[src/rtl/mapper_pkg.sv]
package mapper_pkg;

    localparam logic [11:0] REG_WINDOW = 12'h7EF;
    localparam logic [7:0]  RAM_WINDOW = 8'h7F;
    localparam logic [7:0]  RAM_KEY    = 8'hA3;

    typedef struct packed {
        logic [1:0][7:0] chr_pair;
        logic [3:0][7:0] chr_single;
        logic            mirror_vert;
        logic [7:0]      ram_key;
        logic [2:0][7:0] prg_bank;
    } map_regs_t;

endpackage

[src/rtl/mapper_regfile.sv]
module mapper_regfile
    import mapper_pkg::*;
(
    input  logic        clk,
    input  logic        rst_n,
    input  logic        alt_mirror,
    input  logic        wr_en,
    input  logic [15:0] addr,
    input  logic [7:0]  wdata,
    output map_regs_t   regs_q
);

    map_regs_t regs_d;
    logic      wr_hit;

    assign wr_hit = wr_en && (addr[15:4] == REG_WINDOW);

    always_comb begin
        regs_d = regs_q;
        if (wr_hit) begin
            case (addr[3:0])
                4'h0, 4'h1: regs_d.chr_pair[addr[0]] = wdata;
                4'h2, 4'h3, 4'h4, 4'h5:
                    regs_d.chr_single[addr[1:0] - 2'd2] = wdata;
                4'h6, 4'h7: begin
                    if (!alt_mirror) regs_d.mirror_vert = wdata[0];
                end
                4'h8, 4'h9: regs_d.ram_key = wdata;
                4'hA, 4'hB: regs_d.prg_bank[0] = wdata;
                4'hC, 4'hD: regs_d.prg_bank[1] = wdata;
                default:    regs_d.prg_bank[2] = wdata;
            endcase
        end
    end

    always_ff @(posedge clk or negedge rst_n) begin
        if (!rst_n) regs_q <= '0;
        else        regs_q <= regs_d;
    end


    outside_hold_chk: assert property (@(posedge clk) disable iff (!rst_n)
        !wr_hit |=> $stable(regs_q));


    key_load_chk: assert property (@(posedge clk) disable iff (!rst_n)
        (wr_hit && addr[3:1] == 3'd4 && wdata == RAM_KEY) |=> (regs_q.ram_key == RAM_KEY));


    alt_mirror_hold_chk: assert property (@(posedge clk) disable iff (!rst_n)
        alt_mirror |=> $stable(regs_q.mirror_vert));


    reset_lock_chk: assert property (@(posedge clk) disable iff (!rst_n)
        $rose(rst_n) |-> (regs_q.ram_key == 8'h00 && regs_q.prg_bank == '0));

endmodule

[src/rtl/mapper_prg_xlate.sv]
module mapper_prg_xlate #(
    parameter int PRG_PAGES = 16,
    localparam int PRG_PAGE_W = $clog2(PRG_PAGES),
    localparam int PRG_AW = PRG_PAGE_W + 13
) (
    input  logic [2:0][7:0]     prg_bank,
    input  logic [14:0]         cpu_off,
    output logic [PRG_AW-1:0]   prg_addr
);

    localparam logic [PRG_PAGE_W-1:0] LAST_PAGE = PRG_PAGE_W'(PRG_PAGES - 1);

    logic [PRG_PAGE_W-1:0] page_sel [3];
    logic [PRG_PAGE_W-1:0] page;

    for (genvar b = 0; b < 3; b++) begin : g_bank
        assign page_sel[b] = PRG_PAGE_W'(int'(prg_bank[b]) % PRG_PAGES);
    end

    always_comb begin
        case (cpu_off[14:13])
            2'd0:    page = page_sel[0];
            2'd1:    page = page_sel[1];
            2'd2:    page = page_sel[2];
            default: page = LAST_PAGE;
        endcase
        prg_addr = {page, cpu_off[12:0]};
    end

endmodule

[src/rtl/mapper_chr_xlate.sv]
module mapper_chr_xlate #(
    parameter int CHR_PAGES = 128,
    localparam int CHR_PAGE_W = $clog2(CHR_PAGES),
    localparam int CHR_AW = CHR_PAGE_W + 10
) (
    input  logic [1:0][7:0]     chr_pair,
    input  logic [3:0][7:0]     chr_single,
    input  logic                mirror_vert,
    input  logic                alt_mirror,
    input  logic [12:0]         ppu_off,
    output logic [CHR_AW-1:0]   chr_addr,
    output logic                nt_a10
);

    logic [8:0]            page_raw [8];
    logic [CHR_PAGE_W-1:0] page_sel [8];

    for (genvar w = 0; w < 8; w++) begin : g_win
        if (w < 4) begin : g_pair
            assign page_raw[w] = {1'b0, chr_pair[w/2]} + 9'(w % 2);
        end else begin : g_single
            assign page_raw[w] = {1'b0, chr_single[w-4]};
        end
        assign page_sel[w] = CHR_PAGE_W'(int'(page_raw[w]) % CHR_PAGES);
    end

    always_comb begin
        chr_addr = {page_sel[ppu_off[12:10]], ppu_off[9:0]};
        if (alt_mirror)       nt_a10 = chr_pair[ppu_off[11]][7];
        else if (mirror_vert) nt_a10 = ppu_off[10];
        else                  nt_a10 = ppu_off[11];
    end

endmodule

[src/rtl/cart_mapper_top.sv]
module cart_mapper_top
    import mapper_pkg::*;
#(
    parameter int PRG_PAGES = 16,
    parameter int CHR_PAGES = 128,
    localparam int PRG_PAGE_W = $clog2(PRG_PAGES),
    localparam int PRG_AW = PRG_PAGE_W + 13,
    localparam int CHR_AW = $clog2(CHR_PAGES) + 10
) (
    input  logic              clk,
    input  logic              rst_n,
    input  logic              alt_mirror,
    input  logic [15:0]       cpu_addr,
    input  logic [7:0]        cpu_wdata,
    input  logic              cpu_rd,
    input  logic              cpu_wr,
    input  logic [13:0]       ppu_addr,
    output logic [PRG_AW-1:0] prg_rom_addr,
    output logic              prg_rom_ce,
    output logic [CHR_AW-1:0] chr_rom_addr,
    output logic              chr_rom_ce,
    output logic              nt_a10,
    output logic              ram_ce,
    output logic              ram_we,
    output logic [6:0]        ram_addr
);

    map_regs_t regs;
    logic      ram_open;

    mapper_regfile i_regfile (
        .clk        (clk),
        .rst_n      (rst_n),
        .alt_mirror (alt_mirror),
        .wr_en      (cpu_wr),
        .addr       (cpu_addr),
        .wdata      (cpu_wdata),
        .regs_q     (regs)
    );

    mapper_prg_xlate #(.PRG_PAGES(PRG_PAGES)) i_prg (
        .prg_bank (regs.prg_bank),
        .cpu_off  (cpu_addr[14:0]),
        .prg_addr (prg_rom_addr)
    );

    mapper_chr_xlate #(.CHR_PAGES(CHR_PAGES)) i_chr (
        .chr_pair    (regs.chr_pair),
        .chr_single  (regs.chr_single),
        .mirror_vert (regs.mirror_vert),
        .alt_mirror  (alt_mirror),
        .ppu_off     (ppu_addr[12:0]),
        .chr_addr    (chr_rom_addr),
        .nt_a10      (nt_a10)
    );

    always_comb begin
        ram_open   = (regs.ram_key == RAM_KEY);
        prg_rom_ce = cpu_rd && cpu_addr[15];
        chr_rom_ce = !ppu_addr[13];
        ram_ce     = (cpu_rd || cpu_wr) && (cpu_addr[15:8] == RAM_WINDOW) && ram_open;
        ram_we     = ram_ce && cpu_wr;
        ram_addr   = cpu_addr[6:0];
    end


    fixed_page_chk: assert property (@(posedge clk) disable iff (!rst_n)
        (cpu_addr[15:13] == 3'b111) |-> (prg_rom_addr[PRG_AW-1:13] == PRG_PAGE_W'(PRG_PAGES - 1)));


    ram_gate_chk: assert property (@(posedge clk) disable iff (!rst_n)
        ram_ce |-> (cpu_addr[15:8] == RAM_WINDOW && regs.ram_key == RAM_KEY));


    ram_write_chk: assert property (@(posedge clk) disable iff (!rst_n)
        ram_we |-> (ram_ce && cpu_wr));


    prg_enable_chk: assert property (@(posedge clk) disable iff (!rst_n)
        prg_rom_ce |-> cpu_addr[15]);

endmodule

[config.mk]
export PLATFORM = sky130hd
export DESIGN_NAME = cart_mapper_top
export DESIGN_NICKNAME = d
export VERILOG_FILES = /design/src/rtl/mapper_pkg.sv /design/src/rtl/mapper_regfile.sv /design/src/rtl/mapper_prg_xlate.sv /design/src/rtl/mapper_chr_xlate.sv /design/src/rtl/cart_mapper_top.sv
export SDC_FILE = /design/constraint.sdc
export NUM_CORES = 1
export LEC_CHECK = 0
export BUFFER_PORTS_ARGS = -buffer_cell sky130_fd_sc_hd__buf_2
export CORE_MARGIN = 5
export CORE_UTILIZATION = 35
export CTS_CLUSTER_DIAMETER = 30
export DETAILED_ROUTE_END_ITERATION = 12
export SETUP_SLACK_MARGIN = 0.15
export SYNTH_ARGS = -nofsm -noshare
export SYNTH_HDL_FRONTEND = slang
export SYNTH_HIERARCHICAL = 1
export SYNTH_SLANG_ARGS = --single-unit
[constraint.sdc]
create_clock -name clk -period 2.2 [get_ports clk]
set_input_delay 0.55 -clock clk [delete_from_list [all_inputs] [get_ports clk]]
set_output_delay 0.55 -clock clk [all_outputs]
set_load 0.005 [all_outputs]
After elaboration in Yosys (flattened, before gate mapping). Cells that the tools add are included.

Register bits: 69. Input port bits: 43. Output and inout port bits: 46.

Add/subtract/negate cells: 3. Magnitude comparators: 6. Equality and inequality tests: 18. Muxes and demuxes: 14. Bitwise operators: 3. Reductions and logical operators: 25.

Operator list (count): bitwise mux 32 bit (1); 2-to-1 mux 8 bit (4); == test 4 bit (second input constant) (6); binary-select mux 7 bit (select 3 bit) (1); bitwise mux 16 bit (1); demux 8 bit (select 2 bit) (1); == test 4 x 3 -> 1 bit (second input constant) (4); adder 7 x 1 -> 7 bit (second input constant) (2); 2-to-1 mux 7 bit (2); OR reduction 14 bit (1); == test 12 x 11 -> 1 bit (second input constant) (1); one-hot mux 4 bit (3 select lines) (1); AND reduction 2 bit (6); OR reduction 2 bit (5); demux 8 bit (select 1 bit) (1); == test 4 x 2 -> 1 bit (second input constant) (2); == test 8 x 7 -> 1 bit (second input constant) (1); == test 8 bit (second input constant) (1); logical AND 1 bit (7); == test 4 x 1 -> 1 bit (second input constant) (1); greater-or-equal comparator 4 bit (second input constant) (1); zero test 4 bit (1); < comparator 1 x 2 -> 1 bit (second input constant) (2); NOT 3 -> 4 bit (1); other kinds (13) (15).

Depth between registers and ports, before layout. Gate-level depths: netlist (run 1).

Depth in word-level cells: 6. Depth in mapped cells: 6. Mapped depth without buffers: 5.

Cells and area by module. The synthesis (run 1) kept the hierarchy.

Modules (own cells, without submodules): mapper_regfile (instances 1, cells each 201, area each 3200.6 um2, seq. area each 2026.9 um2); mapper_chr_xlate (instances 1, cells each 79, area each 679.4 um2, seq. area each 0.0 um2); mapper_prg_xlate (instances 1, cells each 22, area each 186.4 um2, seq. area each 0.0 um2); cart_mapper_top (instances 1, cells each 16, area each 137.6 um2, seq. area each 0.0 um2).

Least setup slack after synthesis (run 1). No wires, ideal clock.

Kind: input port to flip-flop. Start point: in cpu_addr[8]. End point: reg i_regfile/regs_q[65] in the netlist's numbering. Data arrival time: 2094 ps. Data required time: 2075 ps. Slack: -19 ps. Cell stages on the path: 4. Buffers on the path: 0. Cells stage by stage: nand4b_2 > or4_4 > nor4b_4 > mux2_2.

Word-level cells in the longest chain between the ends: 3.

RTL lines: start: declaration (line cart_mapper_top.sv:13) `input logic [15:0] cpu_addr,`; == test 12 x 11 -> 1 bit (line mapper_regfile.sv:16) `assign wr_hit = wr_en && (addr[15:4] == REG_WINDOW);`; logical AND 1 bit (line mapper_regfile.sv:16); AND reduction 2 bit (no line); end signal: assignment (line mapper_regfile.sv:38) `else regs_q <= regs_d;`; end: declaration (line mapper_regfile.sv:10) `output map_regs_t regs_q`.

No other way between the ends. A chain may end at the register's enable or synchronous reset.

Worst setup path in the final report (run 1).
Start point: reg i_regfile/regs_q[73] in the netlist's numbering. End point: out chr_rom_addr[11].

Word-level cells in the longest chain between the ends: 4.

RTL lines: adder 7 x 1 -> 7 bit (line mapper_chr_xlate.sv:20) `assign page_raw[w] = {1'b0, chr_pair[w/2]} + 9'(w % 2);`; binary-select mux 7 bit (select 3 bit) (line mapper_chr_xlate.sv:28) `chr_addr = {page_sel[ppu_off[12:10]], ppu_off[9:0]};`; 2-to-1 mux 7 bit (implied by the code) (2 in a row) (line mapper_chr_xlate.sv:28); end: declaration (line cart_mapper_top.sv:20) `output logic [CHR_AW-1:0] chr_rom_addr,`.

No other way between the ends. The select of a mux whose other input is x is not followed.

==> results.json, run 1 <==
{
  "dpl_worst_slack_ns": -0.1797,
  "largest-register": "i_regfile/regs_q",
  "fmax_mhz": 419.1,
  "cts_sinks": 65,
  "die_x_um": 111.8,
  "drc": 0,
  "grt_overflow": 0,
  "track_usage": 0.1393,
  "synth.avg_cell_area_um2": 12.67,
  "drt_wl_total_mm": 8.520,
  "dr.pass1.iters": 4,
  "diodes": 0,
  "fin_cells": 497,
  "critPathCaptureType": "output pin",
  "cts_tree": "built",
  "synth_cells": 286,
  "use_met2": 0.2274,
  "regToRegSetupSlack_ns": 1.18,
  "min_period_over_period": 1.085,
  "start_util": 0.3542,
  "critPathArrivalTime_ns": 1.84,
  "cp_max_fo": 2,
  "cts_made_buffers": 9,
  "fin_ws_ns": -0.1861,
  "die_h_um": 111.8,
  "grt_use_met3": 0.03207,
  "hp-class": "input port to async pin",
  "irDropWorstVdd_v": 0.0002705,
  "maxCapViolCount": 0,
  "yosys_warnings": 6,
  "skew_ns": 0,
  "path_buf_inv": 1,
  "rsz0062_at_grt": "yes",
  "r2r-start": "i_regfile/regs_q[74]$_DFFE_PN0P_",
  "max_stage_delay_ns": 0.46,
  "ios": 89,
  "place_inst": 480,
  "fin_nets": 401,
  "cts_max_level": 3,
  "routedWlPerCell_um": 17.14,
  "cp_cell_sequence": "ha_4, mux4_2, mux2_2, buf_2",
  "finalSetupViolations": 6,
  "slew_headroom": 0.7213,
  "clk_pin_slew_worst_paths_ns": 0.08,
  "num_rows": 37,
  "critical_path_class": "flip-flop to output pin",
  "area_delta_synth_final_pct": 22.55,
  "cts-hold-fix-buffers": 0,
  "core_area_um2": 10230,
  "power_density_nw_per_um2": 571.9,
  "critPathRequiredTime_ns": 1.65,
  "grt_pass1_vias": 2547,
  "die_area_um2": 12490,
  "clk_latency_ns": 0.34,
  "busiest_layer": "met2",
  "grt_max_degree": 50,
  "place_hpwl_mm": 6.313,
  "endpoint": "chr_rom_addr[11]",
  "antenna_found_initial": 0,
  "clockRootBuffer": "clkbuf_8",
  "violations": "setup timing",
  "top_regs": "i_regfile/regs_q x65",
  "r2r_end": "i_regfile/regs_q[74]$_DFFE_PN0P_",
  "r2r_cells": 3,
  "syn_area_um2": 3623,
  "critPathTopFamily": "multiplexers",
  "final_layout_size_suffix_gt1_frac": 0.5762,
  "largest_register_ffs": 65,
  "hold_viol_final": 0,
  "tightest_slew_ns": 0.4122,
  "io_buffer_count": 68,
  "gp_congestion": 0.7540,
  "drtIter0Drc": 108,
  "ant_nets": 0,
  "cp_num_cells": 4,
  "p_leak_uw": 0.002209,
  "via_per_inst": 5.006,
  "critPathLaunch": "i_regfile/regs_q[73]$_DFFE_PN0P_",
  "layout_min_cycle_time_ns": 2.386,
  "grt_first_pass_wirelength_mm": 13.63,
  "vias": 2488,
  "outcome": "finished with violations",
  "cp_slowest_cell": "mux4_2",
  "globalRouteMet1Util": 0.1784,
  "cts_max_path_buffers": 2,
  "start_kind": "flip-flop",
  "slew_violations": 0,
  "syn_nets": 331
}
-- cells in the final DEF (no fill, tap or decap), types with 2 or more instances in the layout --
cell         n
o22a_1       4
nand3b_1     4
nand3_1      5
buf_4       32
xor2_1       6
ha_4         2
inv_1        3
mux2_2      66
nor2b_1      6
nand4_1      8
nor3_1       4
mux2i_1      2
dfrtp_1     65
and2_1       2
bufinv_16    2
nand2_1     13
a221oi_1     2
buf_12       4
buf_6        4
o21ai_1      2
mux4_2       7
nor2_1       5
clkinvlp_4   2
nand4b_1     4
clkbuf_8     9
o21ai_2      2
o21a_1       2
mux2_1       4
clkinv_4     2
buf_2       65
-- worst min path at each step --
stage,startpoint,to,slack [ns],depth (start not counted)
finish,rst_n,i_regfile/regs_q[19]$_DFFE_PN0P_,0.13,1
global placement,i_regfile/regs_q[0]$_DFFE_PN0P_,i_regfile/regs_q[0]$_DFFE_PN0P_,0.48,1
floorplan,rst_n,i_regfile/regs_q[0]$_DFFE_PN0P_,0.25,0
CTS,rst_n,i_regfile/regs_q[19]$_DFFE_PN0P_,0.12,1
detailed placement,i_regfile/regs_q[3]$_DFFE_PN0P_,i_regfile/regs_q[3]$_DFFE_PN0P_,0.49,1
global route,rst_n,i_regfile/regs_q[19]$_DFFE_PN0P_,0.13,1
-- metal layers --
metal,up-vias,share of wire
met1,1272,0.44
li1,1159,-
met4,0,0.018
met3,13,0.044
met2,44,0.50
met5,-,0
-- repair_timing --
action                                  CTS  global route
pin swaps                                 8             5
gates resized for setup                  21             6
cloned                                    0             0
endpoints found under the setup margin   14            13
setup buffers                             1             0
-- where the power goes --
group | internal [uW] | leakage (uW) | total, uW | switching [uW]
logic | 99.9 | 0.00120 | 227 | 127
registers | 1190 | 0.000909 | 1190 | 0.323
clock network | 642 | 0.000103 | 1120 | 476
total | 1940 | 0.00221 | 2540 | 603
-- layout make-up --
| class | instances | area, um2 |
|---|---|---|
| Multi-Input combinational cell | 172 | 1722 |
| Fill cell | 976 | 5791 |
| Timing Repair Buffer | 105 | 690.7 |
| Inverter | 3 | 11.26 |
| Clock inverter | 6 | 92.59 |
| Clock buffer | 10 | 127.6 |
| Sequential cell | 65 | 1627 |
| Tap cell | 136 | 170.2 |
-- stage by stage --
| step | TNS (ns) | cell area, um2 | utilization | total power, uW | hold WS, ns |
|---|---|---|---|---|---|
| 3_5_place_dp | -1.741 | 4136 | 0.4043 | 1440 | 0.4855 |
| 5_1_grt | -0.9978 | 4441 | 0.4340 | 2646 | 0.1337 |
| 6_report | -0.4064 | 4441 | 0.4340 | 2540 | 0.1254 |
| 3_3_place_gp | -1.429 | 4136 | 0.4043 | 1436 | 0.4792 |
| 4_1_cts | -0.4884 | 4414 | 0.4315 | 2572 | 0.1188 |
| 2_1_floorplan | -0.1530 | 3623 | - | 1335 | 0.2544 |
No activity file was read; power rests on OpenSTA's default activity.
==> run 2: changes to the inputs <==
--- a/config.mk
+++ b/config.mk
@@ -8,2 +8,3 @@
 export BUFFER_PORTS_ARGS = -buffer_cell sky130_fd_sc_hd__buf_2
+export CORE_ASPECT_RATIO = 0.7
 export CORE_MARGIN = 5
--- a/constraint.sdc
+++ b/constraint.sdc
@@ -3,2 +3,2 @@
 set_output_delay 0.55 -clock clk [all_outputs]
-set_load 0.005 [all_outputs]
+set_load 0.05 [all_outputs]
==> run 2 against run 1 <==
The run still ends with setup timing left. Combinational power rose by 67%. Final cell count rose by 1.4%. Via count rose by 5.0%. Register-to-register slack improved by 0.08 ns. Power rose by 14%. Sequential cell count did not move. Sequential power barely moved. Worst hold slack improved by 0.080 ns. Routed wire length rose by 11%. Fmax fell by 2.5%. Critical endpoint unchanged. Largest cell class unchanged. Highest routed layer unchanged.
==> results.json, run 2 (synthesis gave the netlist of run 1 again) <==
{
  "mostFrequentLayoutCells": "dfrtp_1, mux2_2, buf_2",
  "r2r-start": "i_regfile/regs_q[66]$_DFFE_PN0P_",
  "cts_made_buffers": 9,
  "drtIter0Drc": 227,
  "clkPwrFrac": 0.457,
  "endpoint": "chr_rom_addr[11]",
  "vias": 2612,
  "grt_first_pass_wirelength_mm": 14.98,
  "io_buffer_count": 68,
  "dpl_worst_slack_ns": -0.2837,
  "place_hpwl_mm": 6.859,
  "fmax_mhz": 408.6,
  "final_layout_size_suffix_gt1_frac": 0.6129,
  "ant_nets": 0,
  "core_area_um2": 10240,
  "antenna_found_initial": 0,
  "tightest_slew_ns": 0.5584,
  "cts_sinks": 65,
  "fin_util": 0.4692,
  "critPathRequiredTime_ns": 1.65,
  "min_period_over_period": 1.113,
  "clk_latency_ns": 0.33,
  "largest-register": "i_regfile/regs_q",
  "cts_max_path_buffers": 2,
  "hold_viol_final": 0,
  "outcome": "finished with violations",
  "slew_violations": 0,
  "rsz0062_at_grt": "yes",
  "drc": 0,
  "start_kind": "flip-flop",
  "ios": 89,
  "die_h_um": 95.13,
  "maxCapViolCount": 0,
  "critPathCaptureType": "output pin",
  "drt_wl_total_mm": 9.434,
  "holdWs_ns": 0.2054,
  "track_usage": 0.1544,
  "largest_register_ffs": 65,
  "grt_pass1_vias": 2717,
  "power.switching_uw": 761.0,
  "cts_tree": "built",
  "swShare": 0.2620,
  "finalSetupViolations": 8,
  "grt_overflow": 0,
  "slew_headroom": 0.6277,
  "layout.cells.most_common": "dfrtp_1",
  "die_x_um": 131.6,
  "die_area_um2": 12520,
  "hp-class": "input port to async pin",
  "violations": "setup timing",
  "grt_max_degree": 37,
  "diodes": 0,
  "skew_ns": 0,
  "power_frac_seq": 0.412,
  "fin_nets": 412,
  "dr.pass1.iters": 4,
  "critical_path_class": "flip-flop to output pin",
  "r2r_end": "i_regfile/regs_q[66]$_DFFE_PN0P_",
  "critPathArrivalTime_ns": 1.90,
  "area_delta_synth_final_pct": 32.60,
  "critPathLaunch": "i_regfile/regs_q[65]$_DFFE_PN0P_",
  "layout_min_cycle_time_ns": 2.448,
  "gp_congestion": 0.8682,
  "routedWlPerCell_um": 18.72,
  "combPwrFrac": 0.130,
  "fin_ws_ns": -0.2475,
  "regToRegSetupSlack_ns": 1.26,
  "p_int_uw": 2144,
  "clk_pin_slew_worst_paths_ns": 0.05,
  "clockRootBuffer": "clkbuf_16",
  "power_density_nw_per_um2": 604.6,
  "via_per_inst": 5.183,
  "num_rows": 31,
  "start_util": 0.3539,
  "p_total_uw": 2905,
  "p_leak_uw": 0.002351,
  "cp_max_fo": 2,
  "cts_max_level": 3,
  "irDropWorstVdd_v": 0.0004198,
  "r2r_cells": 2,
  "top_regs": "i_regfile/regs_q x65"
}
## run 2: changes by cell type in the layout (fill, tap and decap cells not counted), sizes merged
cell and change:
buf +10, bufinv -2, clkbuf +2, clkinv +1
## run 2: layer usage
metal	up-vias	routed length [um]	global-route usage
met5	-	0	0
met4	0	143	0.05308
met3	20	427	0.04061
met2	74	4280	0.2344
met1	1332	4582	0.2153
li1	1186	-	-
## run 2: worst max-delay path: stages (launching register included)
cell     delay (ns)
dfrtp_1        0.41
ha_4           0.25
mux4_2         0.45
mux2_4         0.29
buf_8          0.15
## run 2: per-stage QoR
step / setup TNS, ns / instance area [um2] / cells
floorplan: -1.068 / 3734 / 286
global placement: -2.411 / 4289 / 484
detailed placement: -2.489 / 4289 / 484
CTS: -0.9601 / 4746 / 501
global route: -1.505 / 4805 / 504
finish: -0.9082 / 4805 / 504
## run 2: worst min-delay path by stage
| stage | startpoint | to | slack (ns) | cells past startpoint |
|---|---|---|---|---|
| 2_1_floorplan | rst_n | i_regfile/regs_q[0]$_DFFE_PN0P_ | 0.25 | 0 |
| 3_3_place_gp | i_regfile/regs_q[52]$_DFFE_PN0P_ | i_regfile/regs_q[52]$_DFFE_PN0P_ | 0.48 | 1 |
| 3_5_place_dp | i_regfile/regs_q[33]$_DFFE_PN0P_ | i_regfile/regs_q[33]$_DFFE_PN0P_ | 0.49 | 1 |
| 4_1_cts | rst_n | i_regfile/regs_q[31]$_DFFE_PN0P_ | 0.21 | 1 |
| 5_1_grt | rst_n | i_regfile/regs_q[31]$_DFFE_PN0P_ | 0.24 | 1 |
| 6_report | rst_n | i_regfile/regs_q[31]$_DFFE_PN0P_ | 0.21 | 1 |
## run 2: cell type report
| class | instances | area [um2] |
|---|---|---|
| Clock buffer | 11 | 252.7 |
| Clock inverter | 5 | 30.03 |
| Fill cell | 936 | 5435 |
| Inverter | 3 | 11.26 |
| Multi-Input combinational cell | 172 | 1833 |
| Sequential cell | 65 | 1627 |
| Tap cell | 132 | 165.2 |
| Timing Repair Buffer | 116 | 885.9 |
## run 2: power by group through the flow
stage          sequential (uW)  combinational (uW)  clock, uW
6_report                  1200                 378       1330
4_1_cts                   1200                 374       1360
5_1_grt                   1200                 402       1410
3_5_place_dp              1220                 352          0
3_3_place_gp              1220                 350          0
2_1_floorplan             1220                 273          0
## run 2: repair_timing
item                                    CTS  global route
hold buffers                              0             0
endpoints found under the setup margin   14            12
pin swaps                                11             5
cloned                                    0             1
gates resized for setup                  53             4
setup buffers                             1             2
==> run 3: changes to the inputs <==
- ABC_AREA: unset -> 1
- CORE_MARGIN: 5 -> 4
==> run 3 against run 2 <==
The run still ends with setup timing left. Clock skew stayed put. Non-clock buffer count is 16 lower. Global-route usage is 2.6 points higher. Largest power group unchanged. Highest routed layer unchanged. Utilization is 1.6 points lower. Die area is 8.8% higher. Count of clock-buffer cells in the layout is 1 higher. Final cell count is 58% higher. Clock power is 6% higher. Power is 6.0% higher. Worst hold slack worse by 0.0074 ns.
==> results.json, run 3 <==
{
  "clk_latency_ns": 0.32,
  "layout.cells.most_common": "nand2_1",
  "gp_congestion": 0.8836,
  "drt_wl_total_mm": 11.98,
  "grt_first_pass_wirelength_mm": 19.26,
  "place_hpwl_mm": 8.434,
  "ios": 89,
  "fin_cells": 798,
  "violations": "setup timing",
  "cts_sinks": 65,
  "hp-class": "input port to async pin",
  "drc": 0,
  "critPathArrivalTime_ns": 1.67,
  "p_leak_uw": 0.002665,
  "drtIter0Drc": 297,
  "grt_pass1_vias": 3766,
  "hold_viol_final": 0,
  "cts_tree": "built",
  "regToRegSetupSlack_ns": 1.38,
  "start_util": 0.3670,
  "critical_path_class": "flip-flop to output pin",
  "syn_area_um2": 4129,
  "cts_made_buffers": 9,
  "track_usage": 0.1802,
  "layout_min_cycle_time_ns": 2.225,
  "irDropWorstVdd_v": 0.0004071,
  "fmax_mhz": 449.5,
  "io_buffer_count": 68,
  "cts_max_path_buffers": 2,
  "fillers": 1149,
  "num_rows": 32,
  "min_period_over_period": 1.011,
  "start_kind": "flip-flop",
  "outcome": "finished with violations",
  "mostFrequentLayoutCells": "nand2_1, dfrtp_1, inv_1, buf_2, nand4_1",
  "grt_use_met3": 0.04847,
  "dr.pass1.iters": 5,
  "critPathCaptureType": "output pin",
  "skew_ns": 0,
  "grt_max_degree": 47,
  "tightest_slew_ns": 0.5221,
  "fin_ws_ns": -0.02487,
  "antenna_found_initial": 0,
  "diodes": 0,
  "slew_headroom": 0.6519,
  "power_frac_seq": 0.389,
  "yosys_warnings": 6,
  "p_int_uw": 2253,
  "swShare": 0.2683,
  "rsz0062_at_grt": "yes",
  "clkPwrFrac": 0.457,
  "place_inst": 771,
  "dpl_worst_slack_ns": -0.1860,
  "slew_violations": 0,
  "die_x_um": 137.8,
  "vias": 4024,
  "syn_nets": 639,
  "grt_overflow": 0,
  "final_layout_size_suffix_gt1_frac": 0.2682,
  "top_regs": "i_regfile/regs_q x65",
  "via_per_inst": 5.043,
  "globalRouteMet1Util": 0.2604,
  "die_area_um2": 13630,
  "die_h_um": 98.88,
  "routedWlPerCell_um": 15.01,
  "cp_max_fo": 2,
  "combPwrFrac": 0.154,
  "setup_tns_ns": -0.03123,
  "core_area_um2": 11250,
  "finalSetupViolations": 2,
  "largest_register_ffs": 65,
  "busiest_layer": "met2",
  "area_delta_synth_final_pct": 23.55,
  "power.switching_uw": 826.3,
  "use_met2": 0.2650,
  "cts_max_level": 3,
  "fin_util": 0.4534,
  "synth.avg_cell_area_um2": 6.951,
  "power_density_nw_per_um2": 603.7,
  "clockRootBuffer": "clkbuf_16",
  "clk_pin_slew_worst_paths_ns": 0.05,
  "largest-register": "i_regfile/regs_q",
  "critPathRequiredTime_ns": 1.65,
  "ant_nets": 0,
  "p_total_uw": 3079,
  "maxCapViolCount": 0,
  "fin_nets": 686,
  "synth_cells": 594
}
==> run 3: through the flow <==
stage | hold slack, ns | area, um2
floorplan | 0.2544 | 4148
global placement | 0.4548 | 4434
detailed placement | 0.4539 | 4434
CTS | 0.1979 | 4928
global route | 0.2257 | 5101
finish | 0.1980 | 5101
==> run 3: critical path: stages, from the launching register on <==
cell and delay (ns):
dfrtp_1 0.39, ha_2 0.21, buf_4 0.14, nand3_2 0.07
nand2_2 0.06, o22ai_2 0.16, nand2_2 0.09, nand2_2 0.09
buf_8 0.14
==> run 3: power groups by stage <==
stage,Combinational [uW],Clock [uW],Sequential (uW)
after floorplan,354,0,1220
after global placement,429,0,1220
after detailed placement,435,0,1220
after CTS,463,1440,1200
after global routing,509,1490,1200
final,473,1410,1200
==> run 3: final cells by class <==
| type | count | area, um2 | share of cell area |
|---|---|---|---|
| inverter | 62 | 236.5 | 0.04636 |
| timing repair buffer | 100 | 726.9 | 0.1425 |
| clock inverter | 3 | 40.04 | 0.007849 |
| clock buffer | 12 | 256.5 | 0.05028 |
| sequential | 65 | 1633 | 0.3201 |
| tap | 153 | 191.4 | 0.03753 |
| multi-input combinational | 403 | 2017 | 0.3954 |
==> run 3: path summary, 6_finish.rpt <==
path,startpoint,to,cells past startpoint
max,i_regfile/regs_q[65]$_DFFE_PN0P_,chr_rom_addr[12],8
min,rst_n,i_regfile/regs_q[10]$_DFFE_PN0P_,1
max reg2reg,i_regfile/regs_q[74]$_DFFE_PN0P_,i_regfile/regs_q[74]$_DFFE_PN0P_,3
min reg2reg,i_regfile/regs_q[30]$_DFFE_PN0P_,i_regfile/regs_q[30]$_DFFE_PN0P_,2
max in group asynchronous,rst_n,i_regfile/regs_q[76]$_DFFE_PN0P_,2
min in group clk,i_regfile/regs_q[30]$_DFFE_PN0P_,i_regfile/regs_q[30]$_DFFE_PN0P_,2
==> run 3: routing by layer <==
layer / part of all wire / up-vias
li1: - / 1977
met1: 0.47 / 1937
met2: 0.45 / 101
met3: 0.063 / 9
met4: 0.0089 / 0
met5: 0 / -
==> run 3: what timing repair did <==
action	CTS	global route
buffers inserted	4	8
hold buffers	0	0
setup endpoints to repair	9	18
gates resized for setup	51	33
pin swaps	11	17
